File: config.mk
export PLATFORM = sky130hd
export DESIGN_NAME = cplx_mul3
export DESIGN_NICKNAME = d
export VERILOG_FILES = /design/src/rtl/cplx_mul3_pkg.sv /design/src/rtl/cplx_mul3_preadd.sv /design/src/rtl/cplx_mul3_mult.sv /design/src/rtl/cplx_mul3_post.sv /design/src/rtl/cplx_mul3.sv
export SDC_FILE = /design/constraint.sdc
export NUM_CORES = 2
export LEC_CHECK = 0
export BUFFER_PORTS_ARGS = -buffer_cell sky130_fd_sc_hd__buf_2
export CAP_MARGIN = 20
export CORE_MARGIN = 8
export CORE_UTILIZATION = 40
export DETAILED_ROUTE_END_ITERATION = 12
export PLACE_DENSITY_LB_ADDON = 0.1
export SKIP_CTS_REPAIR_TIMING = 1
export SYNTH_ARGS = -nofsm -noshare
export SYNTH_HDL_FRONTEND = slang
export SYNTH_SLANG_ARGS = --single-unit
File: constraint.sdc
create_clock -name clk_i -period 6.9 [get_ports clk_i]
set_input_delay 0 -clock clk_i [delete_from_list [all_inputs] [get_ports clk_i]]
set_output_delay 0 -clock clk_i [all_outputs]
set_load 0.03 [all_outputs]
File: src/rtl/cplx_mul3_pkg.sv
package cplx_mul3_pkg;
  // lanes of the multiply stage
  typedef enum int {
    LANE_SH = 0,  // a * (c - d), shared
    LANE_RE = 1,  // d * (a - b)
    LANE_IM = 2   // c * (a + b)
  } lane_e;
  localparam int NUM_LANES = 3;
endpackage

File: src/rtl/cplx_mul3_preadd.sv
module cplx_mul3_preadd #(
  parameter int DATA_W = 18,
  parameter int COEF_W = 18,
  localparam int PRE_W = ((DATA_W > COEF_W) ? DATA_W : COEF_W) + 1
) (
  input  logic                     clk_i,
  input  logic                     rst_ni,
  input  logic                     vld_i,
  input  logic signed [DATA_W-1:0] a_i,
  input  logic signed [DATA_W-1:0] b_i,
  input  logic signed [COEF_W-1:0] c_i,
  input  logic signed [COEF_W-1:0] d_i,
  output logic                     vld_o,
  output logic signed [DATA_W-1:0] a_o,
  output logic signed [COEF_W-1:0] c_o,
  output logic signed [COEF_W-1:0] d_o,
  output logic signed [PRE_W-1:0]  cmd_o,
  output logic signed [PRE_W-1:0]  amb_o,
  output logic signed [PRE_W-1:0]  apb_o
);
  logic signed [PRE_W-1:0] cmd_d, amb_d, apb_d;

  // one guard bit: sums of two full-scale operands never wrap
  assign cmd_d = PRE_W'(c_i) - PRE_W'(d_i);
  assign amb_d = PRE_W'(a_i) - PRE_W'(b_i);
  assign apb_d = PRE_W'(a_i) + PRE_W'(b_i);

  always_ff @(posedge clk_i or negedge rst_ni) begin
    if (!rst_ni) begin
      vld_o <= 1'b0;
      a_o   <= '0;
      c_o   <= '0;
      d_o   <= '0;
      cmd_o <= '0;
      amb_o <= '0;
      apb_o <= '0;
    end else begin
      vld_o <= vld_i;
      if (vld_i) begin
        a_o   <= a_i;
        c_o   <= c_i;
        d_o   <= d_i;
        cmd_o <= cmd_d;
        amb_o <= amb_d;
        apb_o <= apb_d;
      end
    end
  end
endmodule

File: src/rtl/cplx_mul3_mult.sv
module cplx_mul3_mult #(
  parameter int X_W = 18,
  parameter int Y_W = 19,
  localparam int P_W = X_W + Y_W
) (
  input  logic                  clk_i,
  input  logic                  rst_ni,
  input  logic                  en_i,
  input  logic signed [X_W-1:0] x_i,
  input  logic signed [Y_W-1:0] y_i,
  output logic signed [P_W-1:0] p_o
);
  logic signed [P_W-1:0] x_ext, y_ext, p_d;

  assign x_ext = P_W'(x_i);
  assign y_ext = P_W'(y_i);
  assign p_d   = x_ext * y_ext;

  always_ff @(posedge clk_i or negedge rst_ni) begin
    if (!rst_ni)   p_o <= '0;
    else if (en_i) p_o <= p_d;
  end
endmodule

File: src/rtl/cplx_mul3_post.sv
module cplx_mul3_post #(
  parameter int PROD_W = 37,
  parameter int FRAC_W = 17,
  parameter int OUT_W  = 18,
  localparam int SUM_W = PROD_W + 1,
  localparam int RND_W = SUM_W + 1
) (
  input  logic                    clk_i,
  input  logic                    rst_ni,
  input  logic                    en_i,
  input  logic signed [PROD_W-1:0] sh_i,
  input  logic signed [PROD_W-1:0] pr_i,
  input  logic signed [PROD_W-1:0] pi_i,
  output logic                    vld_o,
  output logic signed [OUT_W-1:0] re_o,
  output logic signed [OUT_W-1:0] im_o
);
  localparam logic signed [RND_W-1:0] HALF    = RND_W'(1) <<< (FRAC_W - 1);
  localparam logic signed [RND_W-1:0] MAX_VAL = (RND_W'(1) <<< (OUT_W - 1)) - RND_W'(1);
  localparam logic signed [RND_W-1:0] MIN_VAL = -(RND_W'(1) <<< (OUT_W - 1));

  logic signed [SUM_W-1:0] sum [2];
  logic signed [OUT_W-1:0] res [2];

  assign sum[0] = SUM_W'(sh_i) + SUM_W'(pr_i);
  assign sum[1] = SUM_W'(pi_i) - SUM_W'(sh_i);

  for (genvar g = 0; g < 2; g++) begin : g_lane
    logic signed [RND_W-1:0] rnd, shf;
    assign rnd = RND_W'(sum[g]) + HALF;
    assign shf = rnd >>> FRAC_W;
    always_comb begin
      if (shf > MAX_VAL)      res[g] = MAX_VAL[OUT_W-1:0];
      else if (shf < MIN_VAL) res[g] = MIN_VAL[OUT_W-1:0];
      else                    res[g] = shf[OUT_W-1:0];
    end
  end

  always_ff @(posedge clk_i or negedge rst_ni) begin
    if (!rst_ni) begin
      vld_o <= 1'b0;
      re_o  <= '0;
      im_o  <= '0;
    end else begin
      vld_o <= en_i;
      if (en_i) begin
        re_o <= res[0];
        im_o <= res[1];
      end
    end
  end
endmodule

File: src/rtl/cplx_mul3.sv
module cplx_mul3 #(
  parameter int DATA_W = 18,
  parameter int COEF_W = 18,
  parameter int FRAC_W = COEF_W - 1
) (
  input  logic              clk_i,
  input  logic              rst_ni,
  input  logic              in_valid_i,
  input  logic [DATA_W-1:0] a_re_i,
  input  logic [DATA_W-1:0] a_im_i,
  input  logic [COEF_W-1:0] c_re_i,
  input  logic [COEF_W-1:0] c_im_i,
  output logic              out_valid_o,
  output logic [DATA_W-1:0] p_re_o,
  output logic [DATA_W-1:0] p_im_o
);
  import cplx_mul3_pkg::*;

  localparam int MAX_W  = (DATA_W > COEF_W) ? DATA_W : COEF_W;
  localparam int PRE_W  = MAX_W + 1;
  localparam int PROD_W = MAX_W + PRE_W;

  logic                    v1, v2;
  logic signed [DATA_W-1:0] a1;
  logic signed [COEF_W-1:0] c1, d1;
  logic signed [PRE_W-1:0]  cmd1, amb1, apb1;
  logic signed [MAX_W-1:0]  x_op [NUM_LANES];
  logic signed [PRE_W-1:0]  y_op [NUM_LANES];
  logic signed [PROD_W-1:0] prod [NUM_LANES];
  logic signed [DATA_W-1:0] re_s, im_s;

  cplx_mul3_preadd #(.DATA_W(DATA_W), .COEF_W(COEF_W)) u_pre (
    .clk_i (clk_i),
    .rst_ni(rst_ni),
    .vld_i (in_valid_i),
    .a_i   ($signed(a_re_i)),
    .b_i   ($signed(a_im_i)),
    .c_i   ($signed(c_re_i)),
    .d_i   ($signed(c_im_i)),
    .vld_o (v1),
    .a_o   (a1),
    .c_o   (c1),
    .d_o   (d1),
    .cmd_o (cmd1),
    .amb_o (amb1),
    .apb_o (apb1)
  );

  assign x_op[LANE_SH] = MAX_W'(a1);
  assign y_op[LANE_SH] = cmd1;
  assign x_op[LANE_RE] = MAX_W'(d1);
  assign y_op[LANE_RE] = amb1;
  assign x_op[LANE_IM] = MAX_W'(c1);
  assign y_op[LANE_IM] = apb1;

  for (genvar l = 0; l < NUM_LANES; l++) begin : g_mul
    cplx_mul3_mult #(.X_W(MAX_W), .Y_W(PRE_W)) u_mul (
      .clk_i (clk_i),
      .rst_ni(rst_ni),
      .en_i  (v1),
      .x_i   (x_op[l]),
      .y_i   (y_op[l]),
      .p_o   (prod[l])
    );
  end

  always_ff @(posedge clk_i or negedge rst_ni) begin
    if (!rst_ni) v2 <= 1'b0;
    else         v2 <= v1;
  end

  cplx_mul3_post #(.PROD_W(PROD_W), .FRAC_W(FRAC_W), .OUT_W(DATA_W)) u_post (
    .clk_i (clk_i),
    .rst_ni(rst_ni),
    .en_i  (v2),
    .sh_i  (prod[LANE_SH]),
    .pr_i  (prod[LANE_RE]),
    .pi_i  (prod[LANE_IM]),
    .vld_o (out_valid_o),
    .re_o  (re_s),
    .im_o  (im_s)
  );

  assign p_re_o = re_s;
  assign p_im_o = im_s;
endmodule

Word level (Yosys, flattened, before mapping)
Index checks and enable logic that the tools add are counted.
- add/subtract/negate cells: 7
- multiply operators: 3
- $lt $le $gt $ge: 4
- multiplexer cells: 4
- operators with widths (operator ; number):
    $mul 18x19->37 ; 3
    $add 38x18->39 const B ; 2
    $mux 18 ; 4
    $gt 22x18->1 const B ; 2
    $lt 22x18->1 const B ; 2
    $add 37x37->38 ; 1
    $sub 18x18->19 ; 2
    $sub 37x37->38 ; 1
    $add 18x18->19 ; 1
- register bits after elaboration: 261
- input bits: 75
- output and inout port bits: 37
- word-level logic and storage cells: 32

Logic depth before layout (Yosys ltp)
- depth after elaboration: 5
- mapped depth: 28
- depth with buffers taken out: 26

Hierarchy
A second synthesis with hierarchy kept.
- cells, all modules: 5826
- area total of the unflattened synthesis: 54786.3 um^2
- by module, submodules not included (module ; instances ; cells each ; area each (um^2) ; sequential area each (um^2)):
    cplx_mul3_mult (g_mul[1].u_mul) ; 1 ; 1487 ; 14074.7 ; 925.9
    cplx_mul3_mult (g_mul[0].u_mul) ; 1 ; 1491 ; 14057.2 ; 925.9
    cplx_mul3_mult (g_mul[2].u_mul) ; 1 ; 1477 ; 13945.9 ; 925.9
    cplx_mul3_preadd ; 1 ; 727 ; 7118.1 ; 2777.7
    cplx_mul3_post ; 1 ; 643 ; 5565.3 ; 925.9
    cplx_mul3 ; 1 ; 1 ; 25.0 ; 25.0

Worst setup path before layout
Ideal clock, no wire load.
- path type: register to register
- from: register u_pre.amb_o[10]
- to: register g_mul[1].u_mul.p_o[34]
- setup time: 0.125 ns
- arrival: 6.679 ns
- required time: 6.775 ns
- setup slack: 0.097 ns
- stages on the path, launching flop included: 25
- path buffers: 2
- period minus slack after synthesis: 6.803 ns
- path through: dfrtp_1 > clkbuf_1 > clkbuf_1 > nand2_1 > fa_1 > fa_1 > fa_1 > fa_1 > inv_1 > fa_1 > inv_1 > fa_1 > inv_1 > ha_1 > and2_1 > a22o_1 > nor2_1 > nor4b_1 > a21boi_0 > a221oi_1 > o211ai_1 > a31oi_1 > o21ai_0 > xnor2_1 > mux2_2
- word-level cells in the longest chain between the ends: 1
- RTL lines (element ; line ; source):
    start, declared ; cplx_mul3_preadd.sv:18 ; output logic signed [PRE_W-1:0] amb_o,
    start signal, assigned ; cplx_mul3_preadd.sv:44 ; amb_o <= amb_d;
    $mul 18x19->37 ; cplx_mul3_mult.sv:17 ; assign p_d = x_ext * y_ext;
    end signal, assigned ; cplx_mul3_mult.sv:21 ; else if (en_i) p_o <= p_d;
    end, declared ; cplx_mul3_mult.sv:11 ; output logic signed [P_W-1:0] p_o
No other way between the ends.
A chain may end at the register's enable or synchronous reset.

Worst setup path in the final report
- from: register u_pre.d_o[6]
- to: register g_mul[1].u_mul.p_o[35]
- word-level cells in the longest chain between the ends: 1
- RTL lines (element ; line ; source):
    start, declared ; cplx_mul3_preadd.sv:16 ; output logic signed [COEF_W-1:0] d_o,
    start signal, assigned ; cplx_mul3_preadd.sv:42 ; d_o <= d_i;
    $mul 18x19->37 ; cplx_mul3_mult.sv:17 ;
No other way between the ends.

==> results_dict.tcl <==
set metrics [dict create \
    place_ws_ns -0.262 \
    critical_path_peak_fanout 4 \
    worst_path_most_repeated_cell "fa_1" \
    use_met2_pct 38.1 \
    ios 112 \
    r2r_slack_ns 0.23 \
    worst_ep_arrival_time_ns 7.17 \
    num_vias 38900 \
    rr_worst_depth 25 \
    seq_area_frac_synth_pct 12.2 \
    r2r-end "g_mul[1].u_mul.p_o[35]$_DFFE_PN0P_" \
    grt_util_met1_pct 30.8 \
    initial_core_util_pct 40.1 \
    grt_pass1_wl_um 252000 \
    async_flop_share_pct 100 \
    cts-root-buf "clkbuf_16" \
    yosys_warnings 0 \
    skew_ns 0.0345 \
    clk_latency_ns 0.62 \
    n_fill_cell 13000 \
    drt-total-wl_um 164000 \
    die-height_um 381 \
    nNetsFinal 7579 \
    worstMarginPinSlew_ns 1.01 \
    synth_cell_types 79 \
    grt_pass1_vias 40800 \
    cp_slowest_cell "fa_1" \
    path_clk_slew_ns 0.06 \
    die-area_um2 145000 \
    fin_crit_ns 6.67 \
    htree_num_levels 2 \
    met3_usage_pct 2.62 \
    ys.flop_type "dfrtp_1" \
    io_buffers 111 \
    clkSinkCount 260 \
    drc 0 \
    ys_seq_elements 260 \
    post_dp_cell_area_um2 57300 \
    slew_headroom_pct 32.4 \
    crit_path_start_kind "register" \
    synth_top_area_share_pct 38.9 \
    synth_edf_count 0 \
    slew_violations 0 \
    antenna_found_initial 9 \
    drt.antenna.violating_nets 0 \
    grt_usage_pct 22.5 \
    max_stage_delay_ns 0.53 \
    viasPerCell 5.00 \
    die_w_um 381 \
    drtPass1Iterations 5 \
    cap_violations 0 \
    fp-row-count 134 \
    clock.fmax_mhz 150 \
    grt_max_degree 123 \
    cts_buffers 39 \
    cts_tree "yes" \
    rsz0062_at_grt "true" \
    synth_area_um2 53400 \
    status "finished with violations" \
    wl_per_cell_um 21.1 \
    area_growth_pct 11.8 \
    endpoint_kind "register" \
    critical_path_required_ns 7.39 \
    critPathTopFamily "adder cells" \
    r2r_start "u_pre.d_o[6]$_DFFE_PN0P_" \
    grt_overflow_total 0 \
    finalHoldViolations 12 \
    drive_above_1_share_pct 11.3 \
    critPathKind "reg2reg" \
    avgSynthCellArea_um2 9.31 \
    crit_buf_inv 8 \
    period_share_pct 96.7 \
    multiInputGateArea_um2 41200 \
    drtIter0Drc 2249 \
    hold_slack_ns -0.0281 \
    synth_fp_nets 7330 \
    hpwlAfterDp_um 141000 \
    violations "hold timing" \
    design_area_um2 59600 \
    coreArea_um2 133000 \
    synth_cells 5734 \
    hold_path_class "in2async" \
    layout_setup_ws_ns 0.227 \
    busiest_layer "met2" \
    synth.area.top_cells "fa_1 39%, dfrtp_1 12%, ha_1 11%" \
    regArea_um2 6560 \
    place.gp.congestion 0.873 \
    clk_path_buf_depth 3 \
    setup_viol 0 \
    yosysTopAreaCell "fa_1" \
]
==> area by class of cell <==
| class | instances | area share [%] |
|---|---|---|
| tap | 1768 | 3.71 |
| timing repair buffer | 462 | 5.88 |
| inverter | 1280 | 8.05 |
| sequential | 260 | 11.0 |
| multi-input combinational | 3940 | 69.1 |
| clock buffer | 46 | 1.73 |
| antenna | 6 | 0.0252 |
| clock inverter | 23 | 0.470 |
==> cell families (layout without fill, tap and decap cells) <==
logic type,after synthesis,after routing,synth area share [%]
XOR/XNOR,164,164,2.69
adder cells (fa/ha/maj),1522,1522,50.3
other,0,6,0
buffers and inverters,1534,1811,10.8
multiplexers,123,123,2.59
AND/OR/NAND/NOR,1542,1542,14.3
AO/OA/AOI/OAI,589,589,7.11
flip-flops,260,260,12.2
==> cells in the mapped netlist (6+ instances only) <==
cell type / n
a211oi_1: 16
a21boi_0: 9
a21o_1: 65
a21oi_1: 180
a31o_2: 10
a31oi_1: 23
and2_1: 520
and3_1: 22
buf_1: 6
clkbuf_1: 243
dfrtp_1: 260
fa_1: 1038
ha_1: 483
inv_1: 1280
mux2_2: 119
nand2_1: 589
nand2b_1: 36
nand3_1: 32
nand3b_1: 6
nand4_1: 15
nor2_1: 202
nor2b_1: 27
nor3_1: 43
nor4_1: 9
o2111ai_1: 6
o211ai_1: 23
o21a_1: 26
o21ai_0: 130
o21bai_1: 20
o311ai_0: 6
o31ai_1: 13
or2_2: 7
or3_1: 17
xnor2_1: 129
xor2_1: 35
==> worst max path at each step <==
stage,from,endpoint,cells after the start
final,u_pre.d_o[6]$_DFFE_PN0P_,g_mul[1].u_mul.p_o[35]$_DFFE_PN0P_,25
after global routing,u_pre.a_o[3]$_DFFE_PN0P_,g_mul[0].u_mul.p_o[33]$_DFFE_PN0P_,26
after CTS,u_pre.a_o[5]$_DFFE_PN0P_,g_mul[0].u_mul.p_o[34]$_DFFE_PN0P_,22
after detailed placement,u_pre.a_o[5]$_DFFE_PN0P_,g_mul[0].u_mul.p_o[34]$_DFFE_PN0P_,22
after global placement,u_pre.a_o[5]$_DFFE_PN0P_,g_mul[0].u_mul.p_o[34]$_DFFE_PN0P_,22
after floorplan,u_pre.amb_o[10]$_DFFE_PN0P_,g_mul[1].u_mul.p_o[34]$_DFFE_PN0P_,24
==> registers in the layout (all words and copies together) (netlist names) <==
signal and flops:
u_post.im_o 18, u_pre.amb_o 18, u_pre.a_o 18, u_pre.cmd_o 19
u_post.vld_o 1, v2 1, u_pre.d_o 18, u_post.re_o 18
g_mul.u_mul.p_o 111, u_pre.apb_o 19, u_pre.c_o 18, u_pre.vld_o 1
==> per-layer routing <==
layer,up-vias,part of all wire (%)
met3,142,4.4
li1,17900,-
met1,20100,44
met5,-,0.0079
met2,749,49
met4,2,2.8
==> per-stage QoR <==
stage | TNS (ns) | cells | hold slack (ns) | util [%]
finish | 0 | 7785 | -0.0281 | 44.9
global route | -0.0550 | 7780 | 0.00883 | 44.9
CTS | -1.17 | 7696 | -0.617 | 44.1
detailed placement | -0.864 | 7627 | 0.0568 | 43.1
global placement | -0.606 | 7627 | 0.0485 | 43.1
floorplan | 0 | 5734 | -0.296 | -
==> cell usage in the layout, fill, tap and decap left out, drive strengths merged, types with 15 or more instances in the layout <==
| cell | count |
|---|---|
| dlygate4sd3 | 61 |
| nor3 | 43 |
| a211oi | 17 |
| and3 | 23 |
| dfrtp | 260 |
| and2 | 520 |
| buf | 400 |
| nor2 | 202 |
| nand2 | 589 |
| inv | 1283 |
| o21a | 26 |
| ha | 483 |
| or3 | 17 |
| a31oi | 23 |
| o21bai | 21 |
| clkbuf | 47 |
| nand3 | 32 |
| o21ai | 132 |
| xor2 | 35 |
| nor2b | 27 |
| o211ai | 23 |
| a21o | 65 |
| nand4 | 15 |
| a21oi | 183 |
| xnor2 | 129 |
| nand2b | 36 |
| fa | 1038 |
| mux2 | 119 |
Power is not shown: default switching activity piles up to over one toggle a cycle in this logic, so the estimate is an artifact.
